$ cat config.mk
export PLATFORM = sky130hd
export DESIGN_NAME = rtc_calendar_core
export DESIGN_NICKNAME = d
export VERILOG_FILES = /design/src/rtl/rtc_cal_pkg.sv /design/src/rtl/rtc_prescaler.sv /design/src/rtl/rtc_calendar_chain.sv /design/src/rtl/rtc_calendar_core.sv
export SDC_FILE = /design/constraint.sdc
export NUM_CORES = 1
export LEC_CHECK = 0
export BUFFER_PORTS_ARGS = -buffer_cell sky130_fd_sc_hd__buf_4
export CAP_MARGIN = 15
export CORE_MARGIN = 2
export CORE_UTILIZATION = 54
export DETAILED_ROUTE_END_ITERATION = 10
export PLACE_DENSITY = 0.73
export SYNTH_ARGS = -nofsm -noshare
export SYNTH_HDL_FRONTEND = slang
export SYNTH_HIERARCHICAL = 1
export SYNTH_SLANG_ARGS = --single-unit
$ cat constraint.sdc
create_clock -name clk -period 4.5 [get_ports clk]
set_input_delay 0.9 -clock clk [delete_from_list [all_inputs] [get_ports clk]]
set_output_delay 0.9 -clock clk [all_outputs]
set_load 0.05 [all_outputs]
$ cat src/rtl/rtc_cal_pkg.sv
`timescale 1ns/1ps
package rtc_cal_pkg;

    localparam int ADDR_W    = 4;
    localparam int DATA_W    = 16;
    localparam int CF_BIT    = 7;
    localparam int CIE_BIT   = 4;
    localparam int EN_BIT    = 3;
    localparam int ADJ_BIT   = 2;
    localparam int PRST_BIT  = 1;
    localparam int START_BIT = 0;

    typedef enum logic [ADDR_W-1:0] {
        RA_SUB   = 4'd0,
        RA_SEC   = 4'd1,
        RA_MIN   = 4'd2,
        RA_HOUR  = 4'd3,
        RA_WDAY  = 4'd4,
        RA_MDAY  = 4'd5,
        RA_MONTH = 4'd6,
        RA_YEAR  = 4'd7,
        RA_CTRLA = 4'd8,
        RA_CTRLB = 4'd9
    } rtc_reg_e;

    typedef struct packed {
        logic [15:0] year;
        logic [7:0]  month;
        logic [7:0]  mday;
        logic [7:0]  wday;
        logic [7:0]  hour;
        logic [7:0]  minute;
        logic [7:0]  second;
    } rtc_time_t;

    localparam rtc_time_t TIME_AT_RESET = '{year: 16'h2000, month: 8'h01, mday: 8'h01,
                                            wday: 8'h00, hour: 8'h00, minute: 8'h00,
                                            second: 8'h00};

    // Plain nibble increment; callers handle their own wrap points.
    function automatic logic [7:0] bcd_inc(input logic [7:0] v);
        logic [7:0] r;
        if (v[3:0] >= 4'd9) r = {v[7:4] + 4'd1, 4'h0};
        else                r = {v[7:4], v[3:0] + 4'd1};
        return r;
    endfunction

    // Two-digit BCD divisible by 4: even tens need 0/4/8, odd tens need 2/6.
    function automatic logic yy_is_leap(input logic [7:0] yy);
        if (yy[4]) return (yy[3:0] == 4'd2) || (yy[3:0] == 4'd6);
        return (yy[3:0] == 4'd0) || (yy[3:0] == 4'd4) || (yy[3:0] == 4'd8);
    endfunction

    function automatic logic [7:0] last_mday(input logic [7:0] mon, input logic [7:0] yy);
        case (mon)
            8'h02:                      return yy_is_leap(yy) ? 8'h29 : 8'h28;
            8'h04, 8'h06, 8'h09, 8'h11: return 8'h30;
            default:                    return 8'h31;
        endcase
    endfunction

    function automatic rtc_time_t bump_day(input rtc_time_t t);
        rtc_time_t n = t;
        n.wday = (t.wday == 8'h06) ? 8'h00 : bcd_inc(t.wday);
        if (t.mday != last_mday(t.month, t.year[7:0])) begin
            n.mday = bcd_inc(t.mday);
        end else begin
            n.mday = 8'h01;
            if (t.month != 8'h12) begin
                n.month = bcd_inc(t.month);
            end else begin
                n.month = 8'h01;
                if (t.year[7:0] != 8'h99) begin
                    n.year[7:0] = bcd_inc(t.year[7:0]);
                end else begin
                    n.year[7:0]  = 8'h00;
                    n.year[15:8] = (t.year[15:8] == 8'h99) ? 8'h00 : bcd_inc(t.year[15:8]);
                end
            end
        end
        return n;
    endfunction

    function automatic rtc_time_t bump_minute(input rtc_time_t t);
        rtc_time_t n = t;
        if (t.minute != 8'h59) begin
            n.minute = bcd_inc(t.minute);
        end else begin
            n.minute = 8'h00;
            if (t.hour != 8'h23) begin
                n.hour = bcd_inc(t.hour);
            end else begin
                n.hour = 8'h00;
                n = bump_day(n);
            end
        end
        return n;
    endfunction

    function automatic rtc_time_t bump_second(input rtc_time_t t);
        rtc_time_t n = t;
        if (t.second != 8'h59) begin
            n.second = bcd_inc(t.second);
        end else begin
            n.second = 8'h00;
            n = bump_minute(n);
        end
        return n;
    endfunction

endpackage

$ cat src/rtl/rtc_prescaler.sv
`timescale 1ns/1ps
module rtc_prescaler #(
    parameter int DIV      = 256,
    parameter int SUB_BITS = 7
) (
    input  logic                clk,
    input  logic                rst,
    input  logic                run,
    input  logic                clear,
    output logic [SUB_BITS-1:0] sub_cnt,
    output logic                sec_tick
);
    localparam int PW = (DIV > 1) ? $clog2(DIV) : 1;
    localparam logic [PW-1:0] DIV_LAST = PW'(DIV - 1);

    logic [PW-1:0] div_q;
    logic          div_wrap;

    assign div_wrap = (div_q == DIV_LAST);
    assign sec_tick = run && !clear && div_wrap && (sub_cnt == '1);

    always_ff @(posedge clk) begin
        if (rst || clear) begin
            div_q   <= '0;
            sub_cnt <= '0;
        end else if (run) begin
            if (div_wrap) begin
                div_q   <= '0;
                sub_cnt <= sub_cnt + 1'b1;
            end else begin
                div_q <= div_q + 1'b1;
            end
        end
    end
endmodule

$ cat src/rtl/rtc_calendar_chain.sv
`timescale 1ns/1ps
module rtc_calendar_chain
    import rtc_cal_pkg::*;
(
    input  logic                 clk,
    input  logic                 rst,
    input  logic                 tick,
    input  logic                 adjust,
    input  logic                 wr_en,
    input  logic [ADDR_W-1:0]    wr_addr,
    input  logic [DATA_W-1:0]    wr_data,
    output rtc_time_t            cur
);
    rtc_time_t nxt;

    always_comb begin
        nxt = cur;
        if (adjust) begin
            if (cur.second >= 8'h30) nxt = bump_minute(cur);
            nxt.second = 8'h00;
        end else if (tick) begin
            nxt = bump_second(cur);
        end
        if (wr_en) begin
            case (rtc_reg_e'(wr_addr))
                RA_SEC:   nxt.second = wr_data[7:0];
                RA_MIN:   nxt.minute = wr_data[7:0];
                RA_HOUR:  nxt.hour   = wr_data[7:0];
                RA_WDAY:  nxt.wday   = wr_data[7:0];
                RA_MDAY:  nxt.mday   = wr_data[7:0];
                RA_MONTH: nxt.month  = wr_data[7:0];
                RA_YEAR:  nxt.year   = wr_data;
                default:  ;
            endcase
        end
    end

    always_ff @(posedge clk) begin
        if (rst) cur <= TIME_AT_RESET;
        else     cur <= nxt;
    end
endmodule

$ cat src/rtl/rtc_calendar_core.sv
`timescale 1ns/1ps
module rtc_calendar_core
    import rtc_cal_pkg::*;
#(
    parameter int DIV      = 256,
    parameter int SUB_BITS = 7
) (
    input  logic              clk,
    input  logic              rst,
    input  logic              wr_en,
    input  logic [3:0]        wr_addr,
    input  logic [15:0]       wr_data,
    input  logic [3:0]        rd_addr,
    output logic [15:0]       rd_data,
    output logic              carry_irq
);
    logic                wr_ctrla, wr_ctrlb, prst_wr, adj_wr;
    logic                cf_q, cie_q, en_q, start_q;
    logic                sec_tick;
    logic [SUB_BITS-1:0] sub_cnt;
    rtc_time_t           cur_time;

    assign wr_ctrla = wr_en && (wr_addr == RA_CTRLA);
    assign wr_ctrlb = wr_en && (wr_addr == RA_CTRLB);
    assign prst_wr  = wr_ctrlb && wr_data[PRST_BIT];
    assign adj_wr   = wr_ctrlb && wr_data[ADJ_BIT];

    rtc_prescaler #(.DIV(DIV), .SUB_BITS(SUB_BITS)) u_presc (
        .clk      (clk),
        .rst      (rst),
        .run      (start_q),
        .clear    (prst_wr),
        .sub_cnt  (sub_cnt),
        .sec_tick (sec_tick)
    );

    rtc_calendar_chain u_chain (
        .clk     (clk),
        .rst     (rst),
        .tick    (sec_tick),
        .adjust  (adj_wr),
        .wr_en   (wr_en),
        .wr_addr (wr_addr),
        .wr_data (wr_data),
        .cur     (cur_time)
    );

    always_ff @(posedge clk) begin
        if (rst) begin
            cf_q    <= 1'b0;
            cie_q   <= 1'b0;
            en_q    <= 1'b0;
            start_q <= 1'b0;
        end else begin
            if (sec_tick)                          cf_q <= 1'b1;
            else if (wr_ctrla && !wr_data[CF_BIT]) cf_q <= 1'b0;
            if (wr_ctrla) cie_q <= wr_data[CIE_BIT];
            if (wr_ctrlb) begin
                en_q    <= wr_data[EN_BIT];
                start_q <= wr_data[START_BIT];
            end
        end
    end

    assign carry_irq = cf_q & cie_q;

    always_comb begin
        rd_data = '0;
        case (rtc_reg_e'(rd_addr))
            RA_SUB:   rd_data[SUB_BITS-1:0] = sub_cnt;
            RA_SEC:   rd_data[7:0] = cur_time.second;
            RA_MIN:   rd_data[7:0] = cur_time.minute;
            RA_HOUR:  rd_data[7:0] = cur_time.hour;
            RA_WDAY:  rd_data[7:0] = cur_time.wday;
            RA_MDAY:  rd_data[7:0] = cur_time.mday;
            RA_MONTH: rd_data[7:0] = cur_time.month;
            RA_YEAR:  rd_data      = cur_time.year;
            RA_CTRLA: begin
                rd_data[CF_BIT]  = cf_q;
                rd_data[CIE_BIT] = cie_q;
            end
            RA_CTRLB: begin
                rd_data[EN_BIT]    = en_q;
                rd_data[START_BIT] = start_q;
            end
            default:  rd_data = '0;
        endcase
    end
endmodule

Yosys cells after proc, flatten, opt, wreduce, memory -nomap -nowiden:

Index checks and enable logic that the tools add are counted.

* add/subtract/negate cells: 18
* order comparisons: 9
* equal/unequal tests: 38
* muxes and demuxes: 83
* bitwise gates (word level): 1
* reductions and logical operators: 19

Operators by type and width (number)
* 8-bit 2-to-1 mux: 35
* 64-bit 2-to-1 mux: 4
* 48-bit 2-to-1 mux: 2
* 40-bit 2-to-1 mux: 2
* 4-bit by 1-bit adder with 4-bit output, second input constant: 16
* 56-bit 2-to-1 mux: 1
* 24-bit 2-to-1 mux: 2
* 4-bit by 3-bit equality test with 1-bit output, second input constant: 10
* 4-bit greater-or-equal comparator, second input constant: 8
* 16-bit 2-to-1 mux: 2
* 2-bit one-hot mux with 8 select lines: 2
* 8-bit one-hot mux with 2 select lines: 2
* 1-bit 2-to-1 mux: 27
* 1-bit one-hot mux with 9 select lines: 3
* 8-bit by 3-bit equality test with 1-bit output, second input constant: 3
* 4-bit by 2-bit equality test with 1-bit output, second input constant: 5
* 4-bit equality test, second input constant: 5
* 8-bit equality test, second input constant: 2
* 8-bit by 7-bit inequality test with 1-bit output, second input constant: 2
* 8-bit inequality test: 2
* 8-bit by 1-bit adder with 8-bit output, second input constant: 1
* 4-bit by 1-bit equality test with 1-bit output, second input constant: 2
* 8-bit by 2-bit equality test with 1-bit output, second input constant: 1
* 8-bit by 4-bit equality test with 1-bit output, second input constant: 1
* other kinds (16): 28

* register bits after elaboration: 83
* bits of input ports: 27
* output and inout bits: 17

Depth between registers and ports, before layout:

* word-level depth: 32
* depth in mapped cells: 12

By module:

The synthesis kept the hierarchy.

By module, submodules not included
* rtc_calendar_chain: instances 1, cells an instance 577, area each 4529.3 sq um
* rtc_calendar_core: instances 1, cells an instance 118, area each 965.9 sq um
* rtc_prescaler: instances 1, cells an instance 87, area each 750.7 sq um

Least setup slack after synthesis:

Ideal clock, no wire load.

* path type: input port to flip-flop
* start point: in wr_addr[2]
* end point: reg u_chain/cur[62] (netlist name)
* library setup time: 132 ps
* data arrival time: 4004 ps
* data required time: 4368 ps
* slack: 364 ps
* stages: 11
* path buffers: 1
* cells stage by stage: and4bb_2 > and3_1 > nor4b_1 > nand4b_1 > o31a_1 > or3_4 > clkbuf_1 > nor3_1 > a41oi_1 > a211oi_1 > nor3_1

* cells in the longest elaborated chain, start to end: 11
* elaborated cells on any way between the ends: 13

Ends and longest elaborated chain
* start: declaration: line rtc_calendar_core.sv:11 `input logic [3:0] wr_addr,`
* 4-bit equality test *: line rtc_calendar_core.sv:24 `assign wr_ctrlb = wr_en && (wr_addr == RA_CTRLB);`
* 1-bit logical AND *: line rtc_calendar_core.sv:24
* 1-bit logical AND *: line rtc_calendar_core.sv:25 `assign prst_wr = wr_ctrlb && wr_data[PRST_BIT];`
* net prst_wr: line rtc_calendar_core.sv:17 `logic wr_ctrla, wr_ctrlb, prst_wr, adj_wr;`
* 1-bit logical NOT *: line rtc_prescaler.sv:20 `assign sec_tick = run && !clear && div_wrap && (sub_cnt == '1);`
* 1-bit logical AND * (3 in series): line rtc_prescaler.sv:20
* net sec_tick: line rtc_calendar_core.sv:19 `logic sec_tick;`
* 64-bit 2-to-1 mux *: line rtc_calendar_chain.sv:21 `end else if (tick) begin`
* 64-bit 2-to-1 mux *: line rtc_calendar_chain.sv:18 `if (adjust) begin`
* 16-bit 2-to-1 mux: line rtc_calendar_chain.sv:25 `case (rtc_reg_e'(wr_addr))`
* 64-bit 2-to-1 mux *: line rtc_calendar_chain.sv:24 `if (wr_en) begin`
* end signal: assignment: line rtc_calendar_chain.sv:40 `else cur <= nxt;`
* end: declaration: line rtc_calendar_chain.sv:12 `output rtc_time_t cur`

Mark *: on every way through the listed nets, which the timed path passes. The rest lies on a longest branch.
A chain may end at the register's enable or synchronous reset.

Final worst setup path:

* start point: in wr_addr[1]
* end point: reg u_chain/cur[58] (netlist name)

The elaborated chain is that of the path after synthesis.

==> results_dict.tcl <==
set metrics [dict create \
    dieArea_mm2 0.0124 \
    dr.first_iter.drc_count 608 \
    rows 39 \
    ys_types 82 \
    synth_top_cell_area_share_pct 26.6 \
    tns_ps 0 \
    io_buffers 43 \
    die_x_um 112 \
    slew-limit-headroom_pct 32.6 \
    cts_max_path_buffers 2 \
    p_leak_nw 2.56 \
    outcome "finished clean" \
    cts_tree "yes" \
    max_freq_mhz 259 \
    ys_ff_latch 83 \
    globalRoute.totalOverflow 0 \
    end_kind "flop" \
    min_period_over_period_pct 86.0 \
    post-route-drc-count 0 \
    clockPowerShare_pct 45.8 \
    cell_internal_pwr_mw 1.30 \
    avgSynthCellArea_um2 7.99 \
    hold-worst-slack_ps 496 \
    pwr-share-seq_pct 43.6 \
    htree_levels 3 \
    yosys_warnings 6 \
    sw_frac_of_total_pct 26.7 \
    register_area_mm2 0.00166 \
    synth_flop_cell "dfxtp_1" \
    worstSetupStartpointType "primary input" \
    synth_common_cells "93 x nor2_1, 83 x dfxtp_1, 52 x nand2_1, 48 x ha_1, 41 x o21ai_0" \
    grt_max_degree 77 \
    synthTopCellsByArea "dfxtp_1 27%, ha_1 9.6%, nor2_1 5.6%, mux2i_1 3.4%, o21ai_0 3.3%" \
    syn_nets 857 \
    wl_mm 19.7 \
    coreArea_mm2 0.0114 \
    final_nets 883 \
    cp_data_arrival_time_ps 4110 \
    cts_made_buffers 9 \
    period_needed_ps 3870 \
    antenna_left 0 \
    ctsHoldBuffers 0 \
    drt-vias-per-instance 6.59 \
    hold-path-cell-count 2 \
    slew_violations 0 \
    multi_input_area_mm2 0.00423 \
    worst-path-max-fanout 12 \
    totalPowerFinal_mw 1.78 \
    dr.pass1.iters 6 \
    ioPinCount 44 \
    post-synth-top-count-cell "nor2_1" \
    clkTransAtPathRegs_ps 60 \
    rsz0062_at_grt "no" \
    r2r_cells 11 \
    cts_resized 0 \
    grt_pass1_vias 5917 \
    final-hold-violation-count 0 \
    die_h_um 112 \
    cts_root_buf "clkbuf_16" \
    vdd_drop_max_uv 182 \
    cp.required_ps 4750 \
    diodes 0 \
    fill_cells 1049 \
    switchingPower_mw 0.474 \
    dpl.hpwl_mm 14.0 \
    wl_per_cell_um 20.6 \
    via_count 6294 \
    maxCapViolCount 0 \
    start_util_pct 54.9 \
    hp-class "reg2reg" \
    antenna_found_initial 0 \
    post_cts_buffers 0 \
    grt_pass1_wl_mm 31.2 \
    synth_edf_count 0 \
    grt_use_total_pct 31.4 \
    p_comb_share_pct 10.6 \
    synthCells 782 \
    area_delta_synth_final_pct 10.8 \
    syn_area_mm2 0.00625 \
    clk_latency_ps 350 \
    clkSinkCount 83 \
    seq_area_frac_synth_pct 26.6 \
    gp_congestion 0.993 \
    tightest_slew_ps 1010 \
    synthArstFlopShare_pct 0 \
    finClkSkew_ps 8.76 \
    power.density_cell_area_mw_per_mm2 257 \
    worstSetupPathType "in2reg" \
    drive_gt1_share_pct 11.3 \
    synth_top_area_cell "dfxtp_1" \
    finalSetupViolCount 0 \
]
-- logic make-up after synthesis --
kind of cell	after synthesis	share of synthesized area, %
AOI/OAI and AO/OA	185	19.9
xor gates and xnor gates	17	2.38
adders and majority gates	48	9.62
buffers and inverters	74	5.63
DFF	83	26.6
muxes	29	5.71
and+or+nand+nor	346	30.1
-- registers in the layout, summed over array words and instances, names as in the netlist --
name             count
en_q                 1
u_presc/div_q        8
cie_q                1
u_presc/sub_cnt      7
cf_q                 1
u_chain/cur         64
start_q              1
-- per-layer routing --
| metal | GRT usage, % | wire, um | vias up |
|---|---|---|---|
| li1 | - | - | 2943 |
| met1 | 40.8 | 8220 | 2971 |
| met2 | 51.0 | 9150 | 319 |
| met3 | 4.35 | 1620 | 61 |
| met4 | 16.0 | 686 | 0 |
| met5 | 0 | 0 | - |
-- power by group through the flow --
| stage | combinational (mW) | sequential (mW) | clock [mW] |
|---|---|---|---|
| floorplan | 0.122 | 0.780 | 0 |
| global placement | 0.179 | 0.790 | 0 |
| detailed placement | 0.183 | 0.791 | 0 |
| CTS | 0.184 | 0.774 | 0.815 |
| global route | 0.201 | 0.777 | 0.852 |
| finish | 0.188 | 0.775 | 0.814 |
-- through the flow --
| step | setup WS [ps] | area, um2 | util (%) | std cells |
|---|---|---|---|---|
| finish | 632 | 6920 | 60.8 | 955 |
| global placement | 431 | 6600 | 58.1 | 940 |
| detailed placement | 341 | 6600 | 58.1 | 940 |
| global route | 373 | 6920 | 60.8 | 955 |
| CTS | 688 | 6920 | 60.8 | 955 |
| floorplan | 364 | 6250 | - | 782 |
-- layout by cell type (no fill, tap or decap), types with 7 or more instances in the layout --
cell / netlist / layout
and3_1: 13 / 13
a21oi_1: 38 / 38
nor3_1: 26 / 26
dfxtp_1: 83 / 83
nor3b_1: 7 / 7
nand3b_1: 8 / 8
o31ai_1: 8 / 8
mux2i_1: 21 / 21
nand3_1: 35 / 35
inv_1: 37 / 37
a31oi_1: 7 / 7
or3_1: 13 / 13
buf_4: 4 / 52
nor2_1: 93 / 93
nand4_1: 15 / 15
clkbuf_16: 0 / 9
nand2b_1: 12 / 12
ha_1: 48 / 48
a311oi_1: 14 / 14
nand2_1: 52 / 52
nor2b_1: 7 / 7
and2_1: 14 / 14
nor4_1: 7 / 7
a22oi_1: 12 / 12
xor2_1: 9 / 9
xnor2_1: 8 / 8
o21ai_0: 41 / 41
or4_1: 9 / 9
a211oi_1: 20 / 20
-- cell type report --
cell class | instances | share of cell area, %
inverters | 37 | 2.01
multi-input cells | 625 | 61.2
clock buffers | 9 | 3.26
well taps | 143 | 2.59
repair buffers | 52 | 5.64
flip-flops and latches | 83 | 24.0
clock inverters | 6 | 1.30
-- worst max-delay path: stages --
cell	delay [ps]
buf_4	120
and4bb_2	280
and3_1	240
nor4b_1	400
nand4b_1	170
o31a_1	320
or3_4	470
nor2_4	160
and3_1	550
a221oi_1	160
a211oi_1	340
-- worst paths after layout --
check,slack (ps),to,from
worst max-delay path,630,u_chain/cur[58],wr_addr[1]
worst min-delay path,500,en_q,en_q
worst max register to register,810,u_chain/cur[58],u_presc/div_q[0]
worst min register to register,500,en_q,en_q
(Power assumes the default switching activity.)
